$ cat src/rtl/cpr_pkg.sv
`timescale 1ns/1ps
package cpr_pkg;
    typedef enum logic [1:0] {
        ST_EMPTY     = 2'd0,
        ST_RESETTING = 2'd1,
        ST_SEATED    = 2'd2
    } card_state_e;

    localparam int          REG_AW      = 12;
    localparam logic [11:0] ADDR_STATUS = 12'h000;
    localparam logic [11:0] ADDR_OPMODE = 12'h00C;

    // operation-mode field layout
    localparam int OPM_W        = 6;
    localparam int OPM_TYPE_BIT = 2;
    localparam int OPM_RST_BIT  = 3;
    localparam int OPM_HOST_BIT = 4;
    localparam int OPM_TRI_BIT  = 5;

    // status field layout
    localparam int STS_PRESENT = 0;
    localparam int STS_DET_A   = 2;
    localparam int STS_DET_B   = 3;
    localparam int STS_CRDY    = 5;
    localparam int STS_IORDY   = 6;
endpackage

$ cat src/rtl/cpr_sync.sv
`timescale 1ns/1ps
module cpr_sync #(
    parameter int         W       = 4,
    parameter logic [W-1:0] RST_VAL = '0
) (
    input  logic         clk,
    input  logic         rst_n,
    input  logic [W-1:0] async_i,
    output logic [W-1:0] sync_o
);
    logic [W-1:0] stage1_q;
    logic [W-1:0] stage2_q;

    always_ff @(posedge clk or negedge rst_n) begin
        if (!rst_n) begin
            stage1_q <= RST_VAL;
            stage2_q <= RST_VAL;
        end else begin
            stage1_q <= async_i;
            stage2_q <= stage1_q;
        end
    end

    assign sync_o = stage2_q;
endmodule

$ cat src/rtl/cpr_debounce.sv
`timescale 1ns/1ps
module cpr_debounce #(
    parameter int CYCLES = 16
) (
    input  logic clk,
    input  logic rst_n,
    input  logic raw_i,
    output logic stable_o
);
    localparam int CW = (CYCLES > 1) ? $clog2(CYCLES) : 1;

    logic [CW-1:0] cnt_q;
    logic          stable_q;

    always_ff @(posedge clk or negedge rst_n) begin
        if (!rst_n) begin
            cnt_q    <= '0;
            stable_q <= 1'b0;
        end else if (raw_i == stable_q) begin
            cnt_q <= '0;
        end else if (cnt_q == CW'(CYCLES - 1)) begin
            stable_q <= raw_i;
            cnt_q    <= '0;
        end else begin
            cnt_q <= cnt_q + 1'b1;
        end
    end

    assign stable_o = stable_q;
endmodule

$ cat src/rtl/cpr_presence_fsm.sv
`timescale 1ns/1ps
module cpr_presence_fsm
    import cpr_pkg::*;
#(
    parameter int RST_CYCLES = 40000
) (
    input  logic clk,
    input  logic rst_n,
    input  logic present_i,
    output logic evt_o,
    output logic pulse_o,
    output logic seated_o
);
    localparam int CW = $clog2(RST_CYCLES + 1);

    card_state_e   state_q, state_d;
    logic [CW-1:0] cnt_q, cnt_d;
    logic          evt_q, evt_d;

    always_comb begin
        state_d = state_q;
        cnt_d   = cnt_q;
        evt_d   = 1'b0;
        unique case (state_q)
            ST_EMPTY: begin
                if (present_i) begin          // INSERT
                    state_d = ST_RESETTING;
                    cnt_d   = '0;
                    evt_d   = 1'b1;
                end
            end
            ST_RESETTING: begin
                if (!present_i) begin         // PULL_EARLY
                    state_d = ST_EMPTY;
                    evt_d   = 1'b1;
                end else if (cnt_q == CW'(RST_CYCLES - 1)) begin
                    state_d = ST_SEATED;      // PULSE_DONE
                end else begin
                    cnt_d = cnt_q + 1'b1;
                end
            end
            ST_SEATED: begin
                if (!present_i) begin         // REMOVE
                    state_d = ST_EMPTY;
                    evt_d   = 1'b1;
                end
            end
            default: state_d = ST_EMPTY;
        endcase
    end

    always_ff @(posedge clk or negedge rst_n) begin
        if (!rst_n) begin
            state_q <= ST_EMPTY;
            cnt_q   <= '0;
            evt_q   <= 1'b0;
        end else begin
            state_q <= state_d;
            cnt_q   <= cnt_d;
            evt_q   <= evt_d;
        end
    end

    always_comb begin
        evt_o    = evt_q;
        pulse_o  = (state_q == ST_RESETTING);
        seated_o = (state_q != ST_EMPTY);
    end
endmodule

$ cat src/rtl/cpr_opmode_regs.sv
`timescale 1ns/1ps
module cpr_opmode_regs
    import cpr_pkg::*;
#(
    parameter int AW = REG_AW,
    parameter int DW = 32
) (
    input  logic          clk,
    input  logic          rst_n,
    input  logic          wen_i,
    input  logic [AW-1:0] addr_i,
    input  logic [DW-1:0] wdata_i,
    input  logic          present_i,
    input  logic          det_a_i,
    input  logic          det_b_i,
    input  logic          card_rdy_i,
    input  logic          io_rdy_i,
    output logic [DW-1:0] rdata_o,
    output logic [OPM_W-1:0] opm_o
);
    logic [OPM_W-1:0] opm_q;
    logic             unused_wdata;

    assign unused_wdata = ^wdata_i[DW-1:OPM_W];

    always_ff @(posedge clk or negedge rst_n) begin
        if (!rst_n) begin
            opm_q <= '0;
        end else if (wen_i && (addr_i == AW'(ADDR_OPMODE))) begin
            opm_q <= wdata_i[OPM_W-1:0];
        end
    end

    always_comb begin
        rdata_o = '0;
        if (addr_i == AW'(ADDR_STATUS)) begin
            rdata_o[STS_PRESENT] = present_i;
            rdata_o[STS_DET_A]   = det_a_i;
            rdata_o[STS_DET_B]   = det_b_i;
            rdata_o[STS_CRDY]    = card_rdy_i;
            rdata_o[STS_IORDY]   = io_rdy_i;
        end else if (addr_i == AW'(ADDR_OPMODE)) begin
            rdata_o[OPM_W-1:0] = opm_q;
        end
    end

    assign opm_o = opm_q;
endmodule

$ cat src/rtl/card_presence_ctrl.sv
`timescale 1ns/1ps
module card_presence_ctrl
    import cpr_pkg::*;
#(
    parameter int AW         = REG_AW,
    parameter int DW         = 32,
    parameter int DEB_CYCLES = 16,
    parameter int RST_CYCLES = 40000
) (
    input  logic          clk,
    input  logic          rst_n,
    input  logic          det_a_n,
    input  logic          det_b_n,
    input  logic          card_rdy_i,
    input  logic          io_rdy_i,
    input  logic          reg_wen,
    input  logic [AW-1:0] reg_addr,
    input  logic [DW-1:0] reg_wdata,
    output logic [DW-1:0] reg_rdata,
    output logic          card_rst_o,
    output logic          ctrl_srst_o,
    output logic          chg_evt_o,
    output logic          present_o,
    output logic [1:0]    mode_o,
    output logic          card_type_o,
    output logic          tristate_o
);
    // synchronized bits: {io_rdy, card_rdy, det_b_n, det_a_n}
    logic [3:0]       sync_lv;
    logic             both_low;
    logic             deb_present;
    logic             auto_pulse;
    logic             seated;
    logic             evt;
    logic [OPM_W-1:0] opm;

    cpr_sync #(.W(4), .RST_VAL(4'b0011)) u_sync (
        .clk     (clk),
        .rst_n   (rst_n),
        .async_i ({io_rdy_i, card_rdy_i, det_b_n, det_a_n}),
        .sync_o  (sync_lv)
    );

    assign both_low = ~sync_lv[0] & ~sync_lv[1];

    cpr_debounce #(.CYCLES(DEB_CYCLES)) u_deb (
        .clk      (clk),
        .rst_n    (rst_n),
        .raw_i    (both_low),
        .stable_o (deb_present)
    );

    cpr_presence_fsm #(.RST_CYCLES(RST_CYCLES)) u_fsm (
        .clk       (clk),
        .rst_n     (rst_n),
        .present_i (deb_present),
        .evt_o     (evt),
        .pulse_o   (auto_pulse),
        .seated_o  (seated)
    );

    cpr_opmode_regs #(.AW(AW), .DW(DW)) u_regs (
        .clk        (clk),
        .rst_n      (rst_n),
        .wen_i      (reg_wen),
        .addr_i     (reg_addr),
        .wdata_i    (reg_wdata),
        .present_i  (seated),
        .det_a_i    (sync_lv[0]),
        .det_b_i    (sync_lv[1]),
        .card_rdy_i (sync_lv[2]),
        .io_rdy_i   (sync_lv[3]),
        .rdata_o    (reg_rdata),
        .opm_o      (opm)
    );

    assign card_rst_o  = opm[OPM_RST_BIT] | auto_pulse;
    assign ctrl_srst_o = ~opm[OPM_HOST_BIT];
    assign chg_evt_o   = evt;
    assign present_o   = seated;
    assign mode_o      = opm[1:0];
    assign card_type_o = opm[OPM_TYPE_BIT];
    assign tristate_o  = opm[OPM_TRI_BIT];
endmodule

$ cat config.mk
export PLATFORM = sky130hd
export DESIGN_NAME = card_presence_ctrl
export DESIGN_NICKNAME = d
export VERILOG_FILES = /design/src/rtl/cpr_pkg.sv /design/src/rtl/cpr_sync.sv /design/src/rtl/cpr_debounce.sv /design/src/rtl/cpr_presence_fsm.sv /design/src/rtl/cpr_opmode_regs.sv /design/src/rtl/card_presence_ctrl.sv
export SDC_FILE = /design/constraint.sdc
export NUM_CORES = 1
export LEC_CHECK = 0
export BUFFER_PORTS_ARGS = -buffer_cell sky130_fd_sc_hd__buf_4
export CORE_MARGIN = 5
export CORE_UTILIZATION = 40
export DETAILED_ROUTE_END_ITERATION = 7
export HOLD_SLACK_MARGIN = 0.03
export PLACE_DENSITY = 0.78
export SLEW_MARGIN = 10
export SYNTH_ARGS = -nofsm -noshare
export SYNTH_HDL_FRONTEND = slang
export SYNTH_SLANG_ARGS = --single-unit
$ cat constraint.sdc
create_clock -name clk -period 2.5 [get_ports clk]
set_input_delay 0.5 -clock clk [delete_from_list [all_inputs] [get_ports clk]]
set_output_delay 0.5 -clock clk [all_outputs]
set_load 0.01 [all_outputs]
# --- Word-level counts from Yosys, hierarchy flattened ---
# Cells that the tools add are included.
# W data, S select, Z words.
word_totals:
  word_cells: 57
  regBits: 38
  in_bits: 51
  output_inout_bits: 40
op_classes:
  n_reduce_logical: 9
  bitwise_logic: 6
  n_addsub: 2
  n_eq_ne: 11
  mux: 21
ops:
  columns: ["operator", "n"]
  rows:
  - ["$mux W16", 3]
  - ["$pmux W16 S2", 1]
  - ["$add A16 B1 Y16 const B", 1]
  - ["$eq A16 B16 Y1 const B", 1]
  - ["$eq A12 B4 Y1 const B", 1]
  - ["$logic_not A12 Y1", 1]
  - ["$mux W2", 5]
  - ["$mux W4", 2]
  - ["$mux W1", 7]
  - ["$mux W6", 1]
  - ["$ne A2 B2 Y1 const B", 3]
  - ["$pmux W2 S3", 1]
  - ["$add A4 B1 Y4 const B", 1]
  - ["$eq A4 B4 Y1 const B", 1]
  - ["$not A1 Y1", 4]
  - ["$reduce_and A4 Y1", 1]
  - ["$reduce_bool A2 Y1", 2]
  - ["$ne A3 B2 Y1 const B", 1]
  - ["$reduce_and A3 Y1", 1]
  - ["$eq A2 B1 Y1 const B", 1]
  - ["$eq A2 B2 Y1 const B", 1]
  - ["$logic_not A2 Y1", 1]
  - ["$ne A2 B1 Y1 const B", 1]
  - ["$pmux W1 S2", 1]
  - ["other kinds (6)", 6]

# --- Longest topological paths before layout ---
depth:
  word_depth: 5
  mapped_depth: 8
  mapped_depth_nobuf: 6

# --- By module ---
# A second synthesis with hierarchy kept.
hier_totals:
  hier_cells: 229
  hier_area_um2: 2254.7
modules_own_cells:
  columns: ["module", "n_inst", "area_each_um2", "cells_per_inst", "seq_area_each_um2"]
  rows:
  - ["cpr_presence_fsm", 1, 1238.7, 144, 475.5]
  - ["cpr_opmode_regs", 1, 566.8, 56, 150.1]
  - ["cpr_debounce", 1, 230.2, 18, 125.1]
  - ["cpr_sync", 1, 205.2, 8, 205.2]
  - ["card_presence_ctrl", 1, 13.8, 3, 0.0]

# --- Worst setup path after synthesis ---
# Ideal clock, no wire load.
synth_path:
  path_kind: "input to output"
  start: "in reg_addr[1]"
  end: "out reg_rdata[0]"
  path_stages: 4
  path_slack_ns: 0.547
  required_ns: 2.000
  path_buffers: 0
  t_arrival_ns: 1.453
  cell_sequence: "nor4_1 -> nand3_1 -> nor3_1 -> a22o_1"
synth_between:
  elab_chain_len: 3
  elab_cells_between_ends: 4
  classes_between: "eq/ne: 1; mux: 2; reduce/logical: 1"
synth_rtl:
  columns: ["item", "line_no", "text"]
  rows:
  - ["start: declaration", "card_presence_ctrl.sv:17", "input logic [AW-1:0] reg_addr,"]
  - ["$eq A12 B4 Y1", "cpr_opmode_regs.sv:42", "end else if (addr_i == AW'(ADDR_OPMODE)) begin"]
  - ["$mux W6", "cpr_opmode_regs.sv:42", null]
  - ["$mux W1 *", "cpr_opmode_regs.sv:36", "if (addr_i == AW'(ADDR_STATUS)) begin"]
  - ["end: declaration", "card_presence_ctrl.sv:19", "output logic [DW-1:0] reg_rdata,"]
# Every way passes the cells marked *; elsewhere a longest branch is shown, timed or not.

# --- Worst setup path after layout ---
layout_path:
  start: "in reg_addr[5]"
  end: "out reg_rdata[3]"
layout_between:
  elab_chain_len: 3
  elab_cells_between_ends: 4
  classes_between: "eq/ne: 1; mux: 2; reduce/logical: 1"
layout_rtl:
  columns: ["item", "line_no"]
  rows:
  - ["$eq A12 B4 Y1", "cpr_opmode_regs.sv:42"]
  - ["$mux W6", "cpr_opmode_regs.sv:42"]
  - ["$mux W2 *", "cpr_opmode_regs.sv:36"]
# Marks and branches as above.

==> reports/results.txt <==
Setup crit end kind - output pin
Synth Area in Compound Gates - 0.144
1st-iter DRT viols - 67
Power density cells - 494 nW/um2
Final Slew Violations - 0
CTS root buf - clkbuf_8
Critical R2R Capture - u_fsm.cnt_q[12]
Adder-Cell Fraction of Synth Area - 0.0296
Sequential Power Share - 0.514
Critical path class - in -> out
Post_cts resized - 0
GRT Overall Usage - 0.133
Worst Path Max Fanout - 5
Share of cells above drive strength 1 - 0.290
DR WL/cell - 14.2 um
FP Rows - 26
Dpl ws - 0.293 ns
Core area - 5140 um2
Minimum clock period - 2.22 ns
WP data required - 2.00 ns
Final setup vio count - 0
TritonCTS Sinks - 38
Most frequent cells in the layout - 42 x buf_4, 34 x dfrtp_1, 25 x conb_1, 15 x nand2_1, 9 x inv_1
Total wire length - 4480 um
Setup Fix Bufs, Post-CTS - 0
Hpwl dp - 3250 um
Total power draw - 1220 uW
Main flop type after synthesis - dfrtp_1
Max Clock Freq - 451 MHz
Clock Skews - 0.00189 ns
Max rail drop VDD - 0.413 mV
Grt total ovfl - 0
Largest net degree at the start of global routing - 39
Async SR Flop Fraction - 1.00
Most common cell after layout, fill and taps aside - buf_4
Die ar. - 6850 um2
Clock-pin slew on the worst setup and hold paths - 0.08 ns
Ant diodes - 0
IO buf count - 39
Die width - 82.8 um
Via count - 1600
Syn_area_per_cell - 10.2 um2
Reg2Reg Depth - 6
IO Pins - 91
Total CTS buffers - 5
Simple-gate portion of the synthesized area - 0.177
Synth cell types - 51
Comb power frac - 0.054
XOR/XNOR Fraction of Synth Area - 0.00827
Post-synthesis sequential area ratio - 0.452
Area Overhead vs Synth - 16.9%
TNS Setup - 0 ns
NetSw - 274 uW
First-pass GRT wire length - 6990 um
Vias in the first global route - 1536
Initial Utilization - 0.412
Syn Inst Count - 207
DRT Pass-1 Iters - 4
Worst setup SP type - input port
Synth warnings - 0
Fin crit share - 0.887
Fin nets - 300
Worst Hold Class - in -> async
Antenna violations before repair - 0
Largest family of logic cells by synthesized area - simple AND/OR/NAND/NOR gates
FF/Latch Area - 956 um2
Area occupied by multi-input gates - 968 um2
DRC - 0
Final WS setup - 0.281 ns
Seq cells post-synth - 38
Maxcap violations - 0
CTS tree - yes
Final ANT Viol Nets - 0
GPL Wtd Cong - 0.790
Hold buffers post-CTS - 0
Mux contribution to synthesized area - 0.0538
CP arrival - 1.72 ns
Int Pwr - 950 uW
Critical R2R Launch - u_fsm.state_q[1]
Mapped Area - 2120 um2
Vias per cell - 5.08
Post-synth EDFFs - 0
Reg2Reg Setup Slack - 0.54 ns
Pleak - 0.00115 uW
Endpoints failing hold - 0
H-tree depth - 2
Power share of the clock group - 0.432
Clk_lat worst skew - 0.29 ns
Fillers - 492
Hold Slack - 0.167 ns
Chip Height - 82.8 um
Maximum clock insertion buffer count - 2
RSZ-0062 raised after global routing - false
Switching share of power - 0.224
Status - finished, final reports clean
==> power by group through the flow <==
stage          sequential (uW)  clock (uW)  combinational (uW)
3_3_place_gp               641           0                65.6
2_1_floorplan              640           0                52.0
5_1_grt                    630         567                74.8
4_1_cts                    629         542                66.6
6_report                   629         529                66.2
3_5_place_dp               641           0                66.5
==> how the worst max path moves through the flow <==
stage                      startpoint           end  slack (ns)  cells past startpoint
after global routing      reg_addr[5]  reg_rdata[3]        0.19                      7
final                     reg_addr[5]  reg_rdata[3]        0.28                      7
after floorplan           reg_addr[1]  reg_rdata[0]        0.55                      4
after global placement    reg_addr[1]  reg_rdata[3]        0.30                      5
after CTS                 reg_addr[5]  reg_rdata[3]        0.28                      7
after detailed placement  reg_addr[5]  reg_rdata[3]        0.29                      5
==> synth_stat cells (2+ instances only) <==
cell type  instances  area [um2]
o21ai_0            7        35.0
a21oi_1            5        25.0
and3_1             2        12.5
nand3_1            7        35.0
nor3_1             2        10.0
buf_4             29         218
buf_2              3        15.0
clkbuf_1           3        11.3
ha_1               5        62.6
nand3_2            2        20.0
nor2_1             7        26.3
nor4_1             3        18.8
and4_1             2        17.5
o41ai_1            3        26.3
nor3b_1            2        15.0
o211ai_1           3        22.5
a31oi_1            7        43.8
mux2i_1            2        20.0
nor2b_1            2        12.5
o311ai_0           3        26.3
o31ai_1            2        15.0
a22o_1             5        43.8
or2_2              2        12.5
dfrtp_1           34         851
inv_1              9        33.8
xnor2_1            2        17.5
mux2_2             6        67.6
a41oi_1            2        17.5
dfstp_2            4         105
nand2_1           15        56.3
nand4_1            3        18.8
and2_1             5        31.3
==> stage by stage <==
stage | cell area (um2) | utilization | instances
detailed placement | 2360 | 0.459 | 307
CTS | 2470 | 0.482 | 315
floorplan | 2210 | - | 231
global placement | 2360 | 0.459 | 307
global route | 2470 | 0.482 | 315
finish | 2470 | 0.482 | 315
==> critical path: stages <==
cell and delay (ns):
buf_4 0.11, nor4_1 0.33, nand3_1 0.14, nor3_1 0.19
buf_4 0.17, a22o_1 0.16, buf_4 0.12
==> cell families after synthesis <==
| group | after synthesis |
|---|---|
| other cells | 1 |
| compound gates | 43 |
| xor+xnor | 2 |
| fa+ha+maj | 5 |
| flops | 38 |
| simple gates | 63 |
| mux | 10 |
| buf+inv | 45 |
==> registers in the layout, summed over array words and instances (netlist names) <==
signal           cells
u_sync.sync_o        4
u_regs.opm_o         6
u_sync.stage1_q      4
u_deb.cnt_q          4
u_fsm.evt_o          1
u_fsm.state_q        2
u_fsm.cnt_q         16
u_deb.stable_o       1
==> area by class of cell <==
type	instances	area share
clock buffers	5	0.0278
clock inverters	3	0.0182
inverters	9	0.0137
multi-input cells	148	0.391
flip-flops and latches	38	0.386
well taps	70	0.0354
repair buffers	42	0.127
==> per-layer routing <==
metal | vias up | routed length [um] | GRT usage
met3 | 4 | 229 | 0.0423
met5 | - | 0 | 0
met4 | 0 | 27 | 0.0441
li1 | 765 | - | -
met1 | 787 | 1880 | 0.162
met2 | 44 | 2340 | 0.221
(Power assumes the default switching activity.)
